### config.mk
export PLATFORM = sky130hd
export DESIGN_NAME = fm_op_out
export DESIGN_NICKNAME = d
export VERILOG_FILES = /design/src/rtl/fm_op_out.sv
export SDC_FILE = /design/constraint.sdc
export NUM_CORES = 1
export LEC_CHECK = 0
export ABC_AREA = 1
export BUFFER_PORTS_ARGS = -buffer_cell sky130_fd_sc_hd__buf_2
export CAP_MARGIN = 20
export CELL_PAD_IN_SITES_DETAIL_PLACEMENT = 0
export CELL_PAD_IN_SITES_GLOBAL_PLACEMENT = 1
export CORE_MARGIN = 5
export CORE_UTILIZATION = 43
export CTS_CLUSTER_DIAMETER = 150
export DETAILED_ROUTE_END_ITERATION = 10
export GPL_TIMING_DRIVEN = 0
export PLACE_DENSITY = 0.8
export SETUP_SLACK_MARGIN = 0.15
export SYNTH_ARGS = -nofsm -noshare
export SYNTH_HDL_FRONTEND = slang
export SYNTH_SLANG_ARGS = --single-unit
### constraint.sdc
create_clock -name clk -period 7.2 [get_ports clk]
set_clock_uncertainty 0.1 [all_clocks]
set_input_delay 0.72 -clock clk [delete_from_list [all_inputs] [get_ports clk]]
set_output_delay 0.72 -clock clk [all_outputs]
set_load 0.005 [all_outputs]
### src/rtl/fm_op_out.sv
module fm_op_out #(
  parameter int PH_W  = 10,
  parameter int ENV_W = 10,
  parameter int OUT_W = 14
) (
  input  logic                    clk,
  input  logic                    rst_n,
  input  logic                    in_valid_i,
  input  logic [PH_W-1:0]         phase_i,
  input  logic [PH_W-1:0]         pm_ofs_i,
  input  logic [ENV_W-1:0]        env_i,
  output logic                    out_valid_o,
  output logic signed [OUT_W-1:0] sample_o
);
  localparam int IDX_W = PH_W - 2;
  localparam int ROWS  = 1 << IDX_W;
  localparam int LS_W  = 12;
  localparam int PW_W  = 11;
  localparam int AT_W  = 13;
  localparam int MAG_W = OUT_W - 1;
  localparam int SH_W  = AT_W - 8;

  function automatic logic [LS_W-1:0] logsin_entry(input int n);
    real x;
    x = (2.0 * n + 1.0) / 512.0 * (3.14159265358979 / 2.0);
    return LS_W'($rtoi(-$ln($sin(x)) / $ln(2.0) * 256.0 + 0.5));
  endfunction

  function automatic logic [PW_W-1:0] pow_entry(input int n);
    return PW_W'($rtoi(2048.0 * (2.0 ** (-(n + 1.0) / 256.0)) + 0.5));
  endfunction

  logic [LS_W-1:0] ls_rom [ROWS];
  logic [PW_W-1:0] pw_rom [ROWS];

  for (genvar g = 0; g < ROWS; g++) begin : g_rom
    localparam logic [LS_W-1:0] LS = logsin_entry(g);
    localparam logic [PW_W-1:0] PW = pow_entry(g);
    assign ls_rom[g] = LS;
    assign pw_rom[g] = PW;
  end

  logic [PH_W-1:0]  ph_eff;
  logic [IDX_W-1:0] idx;
  logic [AT_W-1:0]  atten;

  assign ph_eff = phase_i + pm_ofs_i;
  assign idx    = ph_eff[PH_W-2] ? ~ph_eff[IDX_W-1:0] : ph_eff[IDX_W-1:0];
  assign atten  = AT_W'(ls_rom[idx]) + AT_W'({env_i, 2'b00});

  logic            s1_v, s1_neg;
  logic [SH_W-1:0] s1_sh;
  logic [PW_W-1:0] s1_man;

  always_ff @(posedge clk) begin
    if (!rst_n) begin
      s1_v   <= 1'b0;
      s1_neg <= 1'b0;
      s1_sh  <= '0;
      s1_man <= '0;
    end else begin
      s1_v   <= in_valid_i;
      s1_neg <= ph_eff[PH_W-1];
      s1_sh  <= atten[AT_W-1:8];
      s1_man <= pw_rom[atten[7:0]];
    end
  end

  logic [MAG_W-1:0] mag;
  assign mag = (s1_sh >= SH_W'(13)) ? '0 : ({s1_man, 2'b00} >> s1_sh);

  always_ff @(posedge clk) begin
    if (!rst_n) begin
      out_valid_o <= 1'b0;
      sample_o    <= '0;
    end else begin
      out_valid_o <= s1_v;
      sample_o    <= s1_neg ? -$signed({1'b0, mag}) : $signed({1'b0, mag});
    end
  end

  // output strobe follows the stage-one strobe by one cycle
  assert_latency_R8: assert property (@(posedge clk) disable iff (!rst_n)
    out_valid_o == $past(s1_v));

  // envelope at or past the mute threshold silences the sample two cycles later
  assert_mute_R6: assert property (@(posedge clk) disable iff (!rst_n)
    (in_valid_i && env_i >= ENV_W'(10'h340)) |=> ##1 (sample_o == '0));

  // a positive half-wave never produces a negative sample
  assert_sign_R7: assert property (@(posedge clk) disable iff (!rst_n)
    (s1_v && !s1_neg) |=> !sample_o[OUT_W-1]);

  // magnitude never exceeds the largest table value shifted by 2
  assert_range_R5: assert property (@(posedge clk) disable iff (!rst_n)
    out_valid_o |-> (sample_o <= 14'sd8168 && sample_o >= -14'sd8168));

  // an idle input cycle yields an idle output cycle
  assert_idle_R9: assert property (@(posedge clk) disable iff (!rst_n)
    !in_valid_i |=> ##1 !out_valid_o);
endmodule

# Yosys cells after proc, flatten, opt, wreduce, memory -nomap -nowiden
# Memories as Yosys holds them, arrays and structs flattened. A register that Yosys moved wholly into a read port is not among the register bits.
# Cells that the tools add are included.
[op_classes] shifts=1 reduce_logical=2 n_bitwise=3 n_addsub=3 mux=5 magnitude_cmp=2
[ops] op="$mux W13" count=2
[ops] op="$mux W12" count=2
[ops] op="$not A8 Y9" count=2
[ops] op="$neg A13 Y14" count=1
[ops] op="$add A12 B12 Y13" count=1
[ops] op="$shr A13 B5 Y13" count=1
[ops] op="$add A10 B10 Y10" count=1
[ops] op="$ge A9 B9 Y1 const B" count=1
[ops] op="$mux W8" count=1
[ops] op="$not A8 Y8" count=1
[ops] op="$ge A5 B4 Y1 const B" count=1
[ops] op="$reduce_and A2 Y1" count=1
[ops] op="$logic_not A1 Y1" count=1
[totals] rom_bits=5888 n_memories=2 in_bits=33 out_inout_bits=15 regBits=22 wordCells=24
[mem_list] name="(name not given)" depth=256 word_bits=12 rd=1 rd_ports_with_merged_regs=0 wr=0 line_no="49" text="assign atten = AT_W'(ls_rom[idx]) + AT_W'({env_i, 2'b00});"
[mem_list] name="(name not given)" depth=256 word_bits=11 rd=1 rd_ports_with_merged_regs=1 wr=0 line_no="65" text="s1_man <= pw_rom[atten[7:0]];"

# Longest topological paths before layout
# Gate-level depths: netlist (run 1).
[depth] depth_word=9 depth_mapped=40 depth_no_buf=40

# Worst setup path before layout (run 1)
# OpenSTA, ideal clock, no wires.
[synth_path] path_kind="input-to-reg" start="input port phase_i[0]" end="register s1_man[5]" setup_ns=0.124 path_stages=32 path_buffers=2 t_required_ns=6.976 arrival_ns=5.550 path_slack_ns=1.425 cell_sequence="ha_1 > inv_1 > fa_1 > inv_1 > nand2_1 > nand2_1 > nand3_2 > nand2_2 > nand2_2 > nand2_8 > nand2_1 > nand2_1 > inv_1 > ha_1 > inv_1 > nand2_2 > nand3_1 > a31oi_1 > o21ai_0 > a41oi_1 > a221oi_1 > ha_1 > inv_1 > fa_1 > xnor2_1 > inv_1 > clkbuf_1 > clkbuf_1 > o21ai_0 > o31ai_1 > a221oi_1 > a21oi_1"
[synth_between] elab_chain_len=9
[synth_lines] element="start, declared" line_no="9" text="input logic [PH_W-1:0] phase_i,"
[synth_lines] element="$add A10 B10 Y10 (*)" line_no="47" text="assign ph_eff = phase_i + pm_ofs_i;"
[synth_lines] element="$not A8 Y8" line_no="48" text="assign idx = ph_eff[PH_W-2] ? ~ph_eff[IDX_W-1:0] : ph_eff[IDX_W-1:0];"
[synth_lines] element="$mux W8 (*)" line_no="48"
[synth_lines] element="$not A8 Y9 (implied by the code) (*)" line_no="49"
[synth_lines] element="$mem_v2 Z256 W12 (*)"
[synth_lines] element="$mux W12 (implied by the code) (*) (2 in a row)" line_no="49"
[synth_lines] element="$add A12 B12 Y13 (*)" line_no="49"
[synth_lines] element="$not A8 Y9 (implied by the code) (*)" line_no="65"
[synth_lines] element="end, declared" line_no="53" text="logic [PW_W-1:0] s1_man;"
# Every way passes the cells marked *; elsewhere a longest branch is shown, timed or not. The select of a mux whose other input is x is not followed.
# A chain may end at the register's enable or synchronous reset.

# Final worst setup path (run 1)
# Same ends and word-level chain as after synthesis.

==> results.ini, run 1 <==
[worst_hold_path]
hold_path_depth=2
hold_class=flip-flop to flip-flop
hold_start=s1_v
whs_endpoint=out_valid_o

[sta]
finalHoldViolations=0
tightest_slew_ps=759
rsz0062_at_grt=no
slew_violations=0
finalSetupViolations=0
fmax_ghz=0.149
min_period_ps=6720
relSlewSlack=0.494
fin_crit_sh=0.934

[grt]
antenna_found_initial=0
overflow=0
grt_usage=0.303
grt_max_degree=13
grt_pass1_vias=8359
grt_pass1_wl_mm=44.9

[cts]
cts.sinks=33
root_buffer=clkbuf_16
path_clk_slew_ps=50
cts_made_buffers=5
tritoncts=yes
htree_levels=2
clock_latency_ps=280
clk_path_buf_depth=2

[setup_path]
r2r_cells=16
crit_slowest_cell=fa_1
timing.rr.start=s1_sh[0]
crit_top_cell=inv_1
cp_slowest_stage_delay_ps=480
start_kind=input port
arrival_ps=6780
cp.required_ps=7250
criticalPathCategory=input port to flip-flop
critPathMaxFanout=10
rrSetupSlack_ps=4050
end_kind=flip-flop
rr_endpoint=sample_o[10]

[synthesis]
synthCells=1253
synth_ff_type=dfxtp_1
syn-cell-area_mm2=0.00690
syn_nets=1334
async_flop_share=0
synth_seq_area_share=0.0958
synth_edf_count=0
yosysWarningCount=0
synth_cell_types=63
ys_ff_latch=33
avgSynthCellArea_um2=5.51

[floorplanning]
ioPinCount=48
die_width_um=137
start_util=0.436
num_rows=46
core_area_mm2=0.0158
dieHeight_um=137
dieArea_mm2=0.0187

[placed_design]
place_congestion=1.08
dp_hpwl_mm=22.1
portBuffers=47

[job]
cap_violations=0

[outcome]
status=finished clean

[drt]
wirelength_mm=29.0
drcViolationCount=0
vias_per_cell=5.96
wl_per_cell_um=19.0
vias=9117
antenna_left=0
drtPass1Iterations=6
dr.first_iter.drc_count=1127

[cells_and_area]
num_antenna_cells=0
fill_cells=1770
fin_util=0.483
final_nets=1393
areaGrowthSynthToFinish_pct=10.9
final_layout_size_suffix_gt1_frac=0.124

[cells by family (layout without fill, tap and decap cells)]
group,Yosys count,after routing,synth area share
muxes,3,3,0.00435
adders and majority gates,48,48,0.0892
AOI/OAI and AO/OA,294,294,0.243
DFF,33,33,0.0958
and+or+nand+nor,675,675,0.436
buffers and inverters,188,248,0.111
xor gates and xnor gates,12,12,0.0201
[metal layers]
metal  GRT usage  wire length (um)  vias up
li1            -                 -     4301
met1       0.432             12500     4055
met2       0.444             11800      679
met3      0.0798              3970       82
met4      0.0935               786        0
met5           0                 0        -
[flip-flops by register name (all words and copies together), names as in the netlist]
name	flops
out_valid_o	1
s1_man	11
s1_neg	1
s1_sh	5
s1_v	1
sample_o	14
[per-stage QoR]
| stage | setup TNS, ps | area [um^2] | instances | worst slack (ps) | hold slack (ps) |
|---|---|---|---|---|---|
| floorplan | 0 | 6900 | 1253 | 1430 | 290 |
| global placement | -3350 | 7400 | 1516 | -538 | 295 |
| global route | 0 | 7650 | 1529 | 160 | 346 |
| CTS | 0 | 7560 | 1524 | 148 | 338 |
| finish | 0 | 7650 | 1529 | 476 | 336 |
| detailed placement | -2400 | 7400 | 1516 | -414 | 325 |
[cells in the mapped netlist (2+ instances only)]
| cell type | instances | area, um^2 |
|---|---|---|
| nand2_1 | 381 | 1430 |
| inv_1 | 121 | 454 |
| o21ai_0 | 114 | 571 |
| nor2_1 | 110 | 413 |
| nand3_1 | 107 | 536 |
| a21oi_1 | 99 | 495 |
| ha_1 | 46 | 576 |
| dfxtp_1 | 33 | 661 |
| clkbuf_1 | 32 | 120 |
| nand2_2 | 18 | 113 |
| a31oi_1 | 15 | 93.8 |
| o211ai_1 | 13 | 97.6 |
| nor3_1 | 12 | 60.1 |
| buf_2 | 10 | 50.1 |
| nand2_4 | 10 | 113 |
| inv_2 | 9 | 33.8 |
| nand4_1 | 7 | 43.8 |
| buf_1 | 6 | 22.5 |
| buf_6 | 6 | 67.6 |
| nand3_2 | 6 | 60.1 |
| xor2_1 | 6 | 52.6 |
| a221oi_1 | 5 | 43.8 |
| nor2_4 | 5 | 56.3 |
| o21ai_1 | 5 | 25.0 |
| o22ai_1 | 5 | 31.3 |
| a22oi_1 | 4 | 30.0 |
| a311oi_1 | 4 | 35.0 |
| nor2_2 | 4 | 25.0 |
| o31ai_1 | 4 | 30.0 |
| a21boi_0 | 3 | 22.5 |
| clkinv_1 | 3 | 11.3 |
| mux2i_1 | 3 | 30.0 |
| nand3_4 | 3 | 52.6 |
| o311ai_0 | 3 | 26.3 |
| xnor2_1 | 3 | 26.3 |
| a2111oi_0 | 2 | 17.5 |
| a211oi_1 | 2 | 15.0 |
| a22o_1 | 2 | 17.5 |
| and3_1 | 2 | 12.5 |
| fa_1 | 2 | 40.0 |
| o21bai_1 | 2 | 15.0 |
| o221ai_1 | 2 | 17.5 |
| or2_1 | 2 | 12.5 |
| or2_2 | 2 | 12.5 |
| xor2_2 | 2 | 32.5 |
[timing repair]
item                                    4_1_cts  5_1_grt
setup buffers                                 0        5
hold endpoints to repair                      0        0
endpoints found under the setup margin        9       10
hold buffers                                  0        0
gates cloned                                  0        0
resized for setup                             5       28
pin swaps                                     0        1
[worst max-delay path, delay by kind of cell]
kind	cells	cell delay, ps
adders and majority gates	5	1760
AOI/OAI and AO/OA	8	1530
buffers and inverters	9	1270
and+or+nand+nor	10	1140
xor gates and xnor gates	1	360
[layout make-up]
| class | count | area (um^2) | area share |
|---|---|---|---|
| multi-input cells | 1032 | 5520 | 0.722 |
| flip-flops and latches | 33 | 661 | 0.0863 |
| inverters | 133 | 503 | 0.0657 |
| plain buffers | 55 | 282 | 0.0368 |
| repair buffers | 52 | 273 | 0.0357 |
| well taps | 216 | 270 | 0.0353 |
| clock buffers | 5 | 125 | 0.0164 |
| clock inverters | 3 | 17.5 | 0.00229 |
[worst max path at each step]
stage	start	endpoint	slack, ps	cells after the start
after global routing	phase_i[0]	s1_man[4]	160	37
after floorplan	phase_i[0]	s1_man[5]	1430	32
after global placement	phase_i[0]	s1_man[5]	-540	33
final	phase_i[0]	s1_man[5]	480	33
after detailed placement	phase_i[0]	s1_man[5]	-410	33
after CTS	phase_i[0]	s1_man[5]	150	32
[cell usage in the layout (no fill, tap or decap), types with 7 or more instances in the layout]
cell,Yosys,layout
a31oi_1,15,15
inv_2,9,10
o21ai_1,5,8
dfxtp_1,33,33
o21ai_0,114,111
nor2_1,110,107
nand2_2,18,20
clkbuf_2,0,10
nand2_4,10,10
o211ai_1,13,13
clkbuf_1,32,25
nand4_1,7,7
nand2_1,381,379
nand3_1,107,107
inv_1,121,121
nor3_1,12,12
a21oi_1,99,99
ha_1,46,46
buf_2,10,58
Power of run 1 is not shown: default switching activity piles up to over one toggle a cycle in this logic, so the estimate is an artifact.
==> inputs of run 2 (changes only) <==
--- a/config.mk
+++ b/config.mk
@@ -15,7 +15,7 @@
 export CTS_CLUSTER_DIAMETER = 150
 export DETAILED_ROUTE_END_ITERATION = 10
 export GPL_TIMING_DRIVEN = 0
-export PLACE_DENSITY = 0.8
+export PLACE_DENSITY = 0.85
 export SETUP_SLACK_MARGIN = 0.15
 export SYNTH_ARGS = -nofsm -noshare
 export SYNTH_HDL_FRONTEND = slang
==> results.ini, run 2 (synthesized netlist as in run 1, its figures left out) <==
[floorplanning]
num_rows=46
start_util=0.436
ioPinCount=48
core_area_mm2=0.0158
dieArea_mm2=0.0187
dieHeight_um=137
die_width_um=137

[grt]
antenna_found_initial=0
grt_max_degree=13
overflow=0
grt_pass1_vias=8184
grt_usage=0.283
grt_pass1_wl_mm=42.5

[placed_design]
portBuffers=47
place_congestion=1.09
pre_cts_slack_ps=-134
dp_hpwl_mm=20.7

[drt]
wirelength_mm=27.1
vias_per_cell=5.94
wl_per_cell_um=17.8
dr.first_iter.drc_count=1489
antenna_left=0
drtPass1Iterations=8
vias=9043
drcViolationCount=0

[setup_path]
start_kind=input port
rr_endpoint=sample_o[10]
criticalPathCategory=input port to flip-flop
cp_slowest_stage_delay_ps=530
timing.rr.start=s1_sh[0]
rrSetupSlack_ps=3920
cp.required_ps=7310
r2r_cells=16
crit_top_cell=nand2_1
crit_slowest_cell=fa_1
critPathMaxFanout=10
arrival_ps=6870
end_kind=flip-flop

[cells_and_area]
largestRegisters=sample_o: 14 flops, s1_man: 11 flops, s1_sh: 5 flops
final_layout_size_suffix_gt1_frac=0.112
areaGrowthSynthToFinish_pct=10.0
largest_register=sample_o
num_antenna_cells=0
layout_common_cells=nand2_1 (380), inv_1 (121), o21ai_0 (114)
final_common_cell=nand2_1
fin_util=0.479
final_nets=1388
largest_register_ffs=14

[cts]
path_clk_slew_ps=50
clock_latency_ps=280
cts_made_buffers=5
root_buffer=clkbuf_16
htree_levels=2
cts.sinks=33
post_cts_buffers=0
clk_path_buf_depth=2
tritoncts=yes

[outcome]
status=finished clean

[worst_hold_path]
hold_start=s1_v
hold_class=flip-flop to flip-flop
hold_path_depth=2
whs_endpoint=out_valid_o

[sta]
tightest_slew_ps=748
relSlewSlack=0.499
tns_ps=0
finalSetupViolations=0
setup_ws_ps=431
slew_violations=0
finalHoldViolations=0
fmax_ghz=0.148
fin_crit_sh=0.940
min_period_ps=6770
rsz0062_at_grt=no

[job]
cap_violations=0

## run 2: cell types whose count changed in the layout (fill, tap and decap cells not counted), sizes merged
cell	delta
clkinvlp	-1
clkbuf	-1
buf	-3
clkinv	-1
## run 2: repair_timing
action                     in CTS  in global routing
resized for setup               1                 14
pin swaps                       0                  0
hold buffers                    0                  0
setup endpoints to repair       1                 10
## run 2: critical path, delay by kind of cell
kind / cells / cell delay [ps]
AOI/OAI and AO/OA: 6 / 1240
adders and majority gates: 4 / 1470
buffers and inverters: 8 / 1630
and+or+nand+nor: 15 / 1790
## run 2: metrics by stage
stage	hold slack [ps]	instances	area (um^2)
global route	371	1523	7590
floorplan	290	1253	6900
CTS	329	1523	7560
finish	324	1523	7590
global placement	303	1516	7400
detailed placement	310	1516	7400
## run 2: how the worst max path moves through the flow
stage | from | to | slack [ps] | depth (start not counted)
4_1_cts | phase_i[0] | s1_man[2] | 150 | 35
3_5_place_dp | phase_i[0] | s1_man[5] | -130 | 33
2_1_floorplan | phase_i[0] | s1_man[5] | 1430 | 32
3_3_place_gp | phase_i[0] | s1_man[5] | -250 | 33
5_1_grt | phase_i[0] | s1_man[3] | 150 | 36
6_report | phase_i[0] | s1_man[4] | 430 | 33
## run 2: layer usage
layer  vias up  wire length [um]  GRT usage
li1       4273                 -          -
met1      3887             10900      0.398
met2       742             10900      0.422
met3       141              4140     0.0710
met4         0              1110     0.0873
met5         -                 0          0
## run 2: final cells by class
class                      count  area (um^2)
fill                        1754         8240
multi-input combinational   1032         5500
sequential                    33          661
inverter                     133          499
buffer                        55          273
tap                          216          270
timing repair buffer          47          235
clock buffer                   6          139
clock inverter                 1         7.51
Power of run 2 is left out for the same reason.
